--- src/rtl/kbc_pkg.sv ---
package kbc_pkg;

    typedef enum logic [1:0] {
        PWR_IDLE = 2'b00,
        PWR_ON   = 2'b01,
        PWR_OFF  = 2'b10
    } pwr_cmd_e;

    typedef enum logic [2:0] {
        ST_ENG_RESET   = 3'd0,
        ST_POWER_UP    = 3'd1,
        ST_AWAIT_VALID = 3'd2,
        ST_AWAIT_IDLE  = 3'd3,
        ST_POWER_DOWN  = 3'd4,
        ST_PASS        = 3'd5,
        ST_FAIL        = 3'd6
    } bringup_state_e;

    typedef struct packed {
        logic busy;
        logic ok;
        logic err;
    } eng_status_t;

    localparam int RETRY_COUNT = 2;

endpackage

--- src/rtl/kbc_cycle_timer.sv ---
module kbc_cycle_timer #(
    parameter int TW = 8
) (
    input  logic          clk,
    input  logic          rst_n,
    input  logic          restart_i,
    output logic [TW-1:0] count_o
);

    localparam logic [TW-1:0] TOP = {TW{1'b1}};

    always_ff @(posedge clk or negedge rst_n) begin
        if (!rst_n) begin
            count_o <= '0;
        end else if (restart_i) begin
            count_o <= '0;
        end else if (count_o != TOP) begin
            count_o <= count_o + 1'b1;
        end
    end

endmodule

--- src/rtl/kbc_status_eval.sv ---
module kbc_status_eval
    import kbc_pkg::*;
(
    input  eng_status_t status_i,
    input  logic        allow_enrol_i,
    input  logic        allow_start_i,
    output logic        valid_o,
    output logic        busy_o,
    output logic        good_o,
    output logic        accept_o
);

    logic permitted;

    always_comb begin
        valid_o   = status_i.busy | status_i.ok | status_i.err;
        busy_o    = status_i.busy;
        good_o    = status_i.ok | status_i.err;
        permitted = allow_enrol_i | allow_start_i;
        accept_o  = good_o & permitted;
    end

endmodule

--- src/rtl/kbc_retry_ctl.sv ---
module kbc_retry_ctl #(
    parameter int RETRIES         = 2,
    parameter int SHORT_DISCHARGE = 1000,
    parameter int MAX_DISCHARGE   = 5000,
    parameter int DW              = 13
) (
    input  logic          clk,
    input  logic          rst_n,
    input  logic          advance_i,
    output logic          last_o,
    output logic [DW-1:0] discharge_o
);

    localparam int AW = (RETRIES < 2) ? 1 : $clog2(RETRIES + 1);
    localparam logic [AW-1:0] LAST = AW'(RETRIES);
    localparam logic [DW-1:0] D_SHORT = DW'(SHORT_DISCHARGE);
    localparam logic [DW-1:0] D_MAX   = DW'(MAX_DISCHARGE);

    logic [AW-1:0] attempt_q;

    always_ff @(posedge clk or negedge rst_n) begin
        if (!rst_n) begin
            attempt_q <= '0;
        end else if (advance_i && attempt_q != LAST) begin
            attempt_q <= attempt_q + 1'b1;
        end
    end

    always_comb begin
        last_o      = (attempt_q == LAST);
        discharge_o = (attempt_q == LAST) ? D_MAX : D_SHORT;
    end

endmodule

--- src/rtl/kbc_bringup_ctrl.sv ---
module kbc_bringup_ctrl
    import kbc_pkg::*;
#(
    parameter int RST_CYCLES      = 16,
    parameter int SHORT_DISCHARGE = 20000,
    parameter int MAX_DISCHARGE   = 100000,
    parameter int WAIT_LIMIT      = 4096,
    localparam int DW = $clog2(MAX_DISCHARGE + 1)
) (
    input  logic          clk,
    input  logic          rst_n,
    input  logic          stat_busy_i,
    input  logic          stat_ok_i,
    input  logic          stat_err_i,
    input  logic          allow_enrol_i,
    input  logic          allow_start_i,
    input  logic          pwr_done_i,
    output logic [1:0]    pwr_cmd_o,
    output logic          eng_rst_o,
    output logic [DW-1:0] discharge_o,
    output logic          init_ok_o,
    output logic          init_fail_o
);

    localparam int LONGEST = (RST_CYCLES > WAIT_LIMIT) ? RST_CYCLES : WAIT_LIMIT;
    localparam int TW      = $clog2(LONGEST + 1);
    localparam logic [TW-1:0] RST_END  = TW'(RST_CYCLES - 1);
    localparam logic [TW-1:0] WAIT_END = TW'(WAIT_LIMIT - 1);

    bringup_state_e state_q, state_d;
    eng_status_t    status;
    logic           st_valid, st_busy, st_good, st_accept;
    logic [TW-1:0]  cnt;
    logic           restart;
    logic           retry_go;
    logic           last_try;

    assign status = '{busy: stat_busy_i, ok: stat_ok_i, err: stat_err_i};

    kbc_status_eval u_eval (
        .status_i      (status),
        .allow_enrol_i (allow_enrol_i),
        .allow_start_i (allow_start_i),
        .valid_o       (st_valid),
        .busy_o        (st_busy),
        .good_o        (st_good),
        .accept_o      (st_accept)
    );

    kbc_cycle_timer #(.TW(TW)) u_timer (
        .clk       (clk),
        .rst_n     (rst_n),
        .restart_i (restart),
        .count_o   (cnt)
    );

    kbc_retry_ctl #(
        .RETRIES         (RETRY_COUNT),
        .SHORT_DISCHARGE (SHORT_DISCHARGE),
        .MAX_DISCHARGE   (MAX_DISCHARGE),
        .DW              (DW)
    ) u_retry (
        .clk         (clk),
        .rst_n       (rst_n),
        .advance_i   (retry_go),
        .last_o      (last_try),
        .discharge_o (discharge_o)
    );

    // state register
    always_ff @(posedge clk or negedge rst_n) begin
        if (!rst_n) begin
            state_q <= ST_ENG_RESET;
        end else begin
            state_q <= state_d;
        end
    end

    // next state
    always_comb begin
        state_d  = state_q;
        retry_go = 1'b0;
        unique case (state_q)
            ST_ENG_RESET: begin
                if (cnt == RST_END) state_d = ST_POWER_UP;
            end
            ST_POWER_UP: begin
                if (pwr_done_i) state_d = ST_AWAIT_VALID;
            end
            ST_AWAIT_VALID: begin
                if (st_valid)             state_d = ST_AWAIT_IDLE;
                else if (cnt == WAIT_END) state_d = ST_FAIL;
            end
            ST_AWAIT_IDLE: begin
                if (!st_busy) begin
                    if (st_accept) begin
                        state_d = ST_PASS;
                    end else if (last_try) begin
                        state_d = st_good ? ST_PASS : ST_FAIL;
                    end else begin
                        state_d  = ST_POWER_DOWN;
                        retry_go = 1'b1;
                    end
                end else if (cnt == WAIT_END) begin
                    state_d = ST_FAIL;
                end
            end
            ST_POWER_DOWN: begin
                if (pwr_done_i) state_d = ST_ENG_RESET;
            end
            ST_PASS: state_d = ST_PASS;
            ST_FAIL: state_d = ST_FAIL;
            default: state_d = ST_FAIL;
        endcase
    end

    assign restart = (state_d != state_q);

    // outputs
    always_comb begin
        pwr_cmd_o   = PWR_IDLE;
        eng_rst_o   = 1'b0;
        init_ok_o   = 1'b0;
        init_fail_o = 1'b0;
        unique case (state_q)
            ST_ENG_RESET:   eng_rst_o   = 1'b1;
            ST_POWER_UP:    pwr_cmd_o   = PWR_ON;
            ST_AWAIT_VALID: pwr_cmd_o   = PWR_IDLE;
            ST_AWAIT_IDLE:  pwr_cmd_o   = PWR_IDLE;
            ST_POWER_DOWN:  pwr_cmd_o   = PWR_OFF;
            ST_PASS:        init_ok_o   = 1'b1;
            ST_FAIL:        init_fail_o = 1'b1;
            default:        init_fail_o = 1'b1;
        endcase
    end

endmodule

--- config.mk ---
export PLATFORM = sky130hd
export DESIGN_NAME = kbc_bringup_ctrl
export DESIGN_NICKNAME = d
export VERILOG_FILES = /design/src/rtl/kbc_pkg.sv /design/src/rtl/kbc_cycle_timer.sv /design/src/rtl/kbc_status_eval.sv /design/src/rtl/kbc_retry_ctl.sv /design/src/rtl/kbc_bringup_ctrl.sv
export SDC_FILE = /design/constraint.sdc
export NUM_CORES = 1
export LEC_CHECK = 0
export ABC_AREA = 1
export ABC_CLOCK_PERIOD_IN_PS = 2100
export BUFFER_PORTS_ARGS = -buffer_cell sky130_fd_sc_hd__buf_4
export CAP_MARGIN = 25
export CORE_MARGIN = 4
export CORE_UTILIZATION = 53
export DETAILED_ROUTE_END_ITERATION = 6
export HOLD_SLACK_MARGIN = 0.12
export PLACE_DENSITY = 0.77
export SKIP_CTS_REPAIR_TIMING = 1
export SLEW_MARGIN = 20
export SYNTH_ARGS = -nofsm -noshare
export SYNTH_HDL_FRONTEND = slang
export SYNTH_SLANG_ARGS = --single-unit
--- constraint.sdc ---
create_clock -name clk -period 2.1 [get_ports clk]
set_input_delay 0.105 -clock clk [delete_from_list [all_inputs] [get_ports clk]]
set_output_delay 0.105 -clock clk [all_outputs]
set_load 0.05 [all_outputs]
==> impl_metrics.ini <==
[synth]
yosys_warnings = 0
yosysSeqAreaShare_pct = 33.9
ys_ff_latch = 18
netlist_area_um2 = 1330
postSynthCellCount = 194
ys_top_cells_by_area = dfrtp_1 34%, nand2_1 11%, buf_4 9.0%
yosys.area.top_type = dfrtp_1
syn_area_per_cell_um2 = 6.86
synthDistinctLibCells = 26
synth.top_cell.area_share_pct = 33.9

[cts]
clk_pin_slew_ns = 0.11
clk_root_buffer_cell = clkbuf_4
h-tree-depth = 1
cts_tree = yes
insertion_delay_ns = 0.30
cts_num_sinks = 18
clockBufferDepth = 2
cts_buffers = 3

[setup_path]
path_cells = ha_1, nand3_1, nor2_2, nand2_1, nand2_1, nand2_1, nand2_1, nand2_1, nand2_1, nand2_1, nand2_2, nor2_1
crit_family = simple AND/OR/NAND/NOR gates
cp-start-kind = register
cp_slowest_cell = dfrtp_1
crit_top_cell = nand2_1
cp-end-kind = register
timing.rr.start = u_timer.count_o[1]
reg2regPathDepth = 12
setup.worst_path.end = u_timer.count_o[10]
arrival_ns = 1.98
critPathRequiredTime_ns = 2.29
cp-startpoint = u_timer.count_o[1]
path_buf_inv = 0
critPathKind = reg2reg
cpPeakStageDelay_ns = 0.38
r2r_end = u_timer.count_o[10]
r2r_setup_slack_ns = 0.31
worst-path-stages = 12
crit_fanout = 13

[final_layout]
diodes = 0
layout-drive-gt1-share_pct = 14.9
design_area_um2 = 1440
area_growth_pct = 8.37
num-nets-final = 219
stdcell_count = 236

[sta]
worst_hold_slack_ns = 0.174
fmax_ghz = 0.559
clock_skew_ns = 0.00314
final-setup-viol-count = 0
maxSlewViolCount = 0
hold_viol = 0
layout_min_cycle_time_ns = 1.79
fin_setup_tns_ns = 0
rsz0062_at_grt = no
fin_crit_sh_pct = 85.2

[floorplan]
core_um2 = 2300
io_pins = 30
die_area_um2 = 3380
fp.dieH_um = 58.1
row_count = 17
die_x_um = 58.1
start_util_pct = 57.9

[routing]
dr.pass1.iters = 4
vias = 1217
totalWireLength_mm = 2.69
wl_per_cell_um = 11.4
viasPerCell = 5.16
drc = 0
drt_iter0_drc = 34
ant_nets = 0

[power_and_ir_drop]
vdd_drop_max_mv = 0.363
power_density_nw_per_um2 = 442
p_leak_uw = 0.000736

[placement]
place_inst = 231
dp_hpwl_mm = 2.13
port_buffers = 17
gp_congestion = 0.895
placed_area_um2 = 1400

[status]
status = finished clean

[global_route]
gr-usage-all-layers_pct = 17.1
grt_pass1_wl_mm = 4.51
grt_pass1_vias = 1087
overflow = 0
grt_max_degree = 19
antenna_found_initial = 0

[flow_run]
maxCapViolCount = 0

[min_path]
hold_path.class = in2reg
==> kinds of logic (layout without fill, tap and decap cells) <==
kind of cell / count (synthesis) / in the layout / share of synthesized area [%]
flip-flops: 18 / 18 / 33.9
AO/OA/AOI/OAI: 17 / 17 / 7.81
XOR/XNOR: 3 / 3 / 1.98
other: 2 / 12 / 0.565
buffers and inverters: 47 / 51 / 19.0
adder cells (fa/ha/maj): 2 / 2 / 1.88
AND/OR/NAND/NOR: 105 / 105 / 34.9
==> metal layers <==
metal / GRT usage (%) / vias up / routed length [µm]
met4: 6.95 / 0 / 38
met1: 23.0 / 544 / 1210
met3: 3.56 / 6 / 225
met2: 26.6 / 52 / 1220
li1: - / 615 / -
met5: 0 / - / 0
==> final cells by class <==
type / instances / area, µm²
Fill cell: 218 / 856
Multi-Input combinational cell: 139 / 669
Sequential cell: 18 / 450
Timing Repair Buffer: 19 / 145
Inverter: 28 / 105
Clock buffer: 4 / 36.3
Tap cell: 28 / 35.0
==> cells in the mapped netlist, drive strengths merged <==
library cell / number
nand2: 43
nor2: 35
inv: 28
buf: 19
dfrtp: 18
nand3: 14
o21ai: 8
nand4: 6
nor3: 6
xor2: 3
a21oi: 2
conb: 2
ha: 2
o211ai: 2
o21bai: 2
a31oi: 1
nand3b: 1
o2111ai: 1
o41ai: 1
==> power by group <==
part | switching [µW] | leakage, µW | internal, µW | total, µW
registers | 0 | 0.000226 | 346 | 346
clock network | 112 | 0.0000210 | 106 | 218
logic | 60.8 | 0.000489 | 11.8 | 72.6
==> per-stage QoR <==
step / total power (µW) / utilization (%) / setup WS [ns]
2_1_floorplan: 423 / - / 0.194
3_3_place_gp: 424 / 60.7 / 0.333
6_report: 637 / 62.7 / 0.311
3_5_place_dp: 424 / 60.7 / 0.306
4_1_cts: 642 / 62.3 / 0.290
5_1_grt: 664 / 62.7 / 0.101
==> cells in the final DEF, fill, tap and decap left out <==
cell / synthesis / layout
nand2_1: 40 / 40
nor2_1: 32 / 32
inv_1: 27 / 27
buf_4: 16 / 18
dfrtp_1: 18 / 18
nand3_1: 14 / 14
conb_1: 2 / 12
o21ai_0: 8 / 8
nor3_1: 6 / 5
nand4_1: 5 / 5
nand2_2: 3 / 3
xor2_1: 3 / 3
clkbuf_4: 0 / 3
nor2_2: 2 / 2
a21oi_1: 2 / 2
o211ai_1: 2 / 2
o21bai_1: 2 / 2
ha_1: 2 / 2
nor3_2: 0 / 1
inv_2: 1 / 1
nor2_4: 1 / 1
nand3b_1: 1 / 1
a31oi_1: 1 / 1
o2111ai_1: 1 / 1
nand4_2: 1 / 1
o41ai_1: 1 / 1
clkbuf_8: 0 / 1
dlygate4sd3_1: 0 / 1
==> worst min-delay path: stages <==
cell     delay, ns
buf_4         0.12
nand3_1       0.07
nand2_1       0.07
nand4_1       0.07
==> how the worst min path moves through the flow <==
| stage | from | endpoint | slack [ns] | depth (start not counted) |
|---|---|---|---|---|
| 4_1_cts | rst_n | u_timer.count_o[9] | -0.34 | 1 |
| 3_3_place_gp | rst_n | u_retry.attempt_q[0] | -0.01 | 1 |
| 6_report | stat_busy_i | state_q[2] | 0.17 | 4 |
| 2_1_floorplan | rst_n | state_q[0] | -0.19 | 0 |
| 5_1_grt | stat_busy_i | state_q[2] | 0.18 | 4 |
| 3_5_place_dp | rst_n | u_retry.attempt_q[0] | -0.01 | 1 |
==> sequential cells by signal, summed over array words and instances (netlist names) <==
signal	flops
state_q	3
u_retry.attempt_q	2
u_timer.count_o	13
Note: power is estimated with default switching activity, not from simulation.
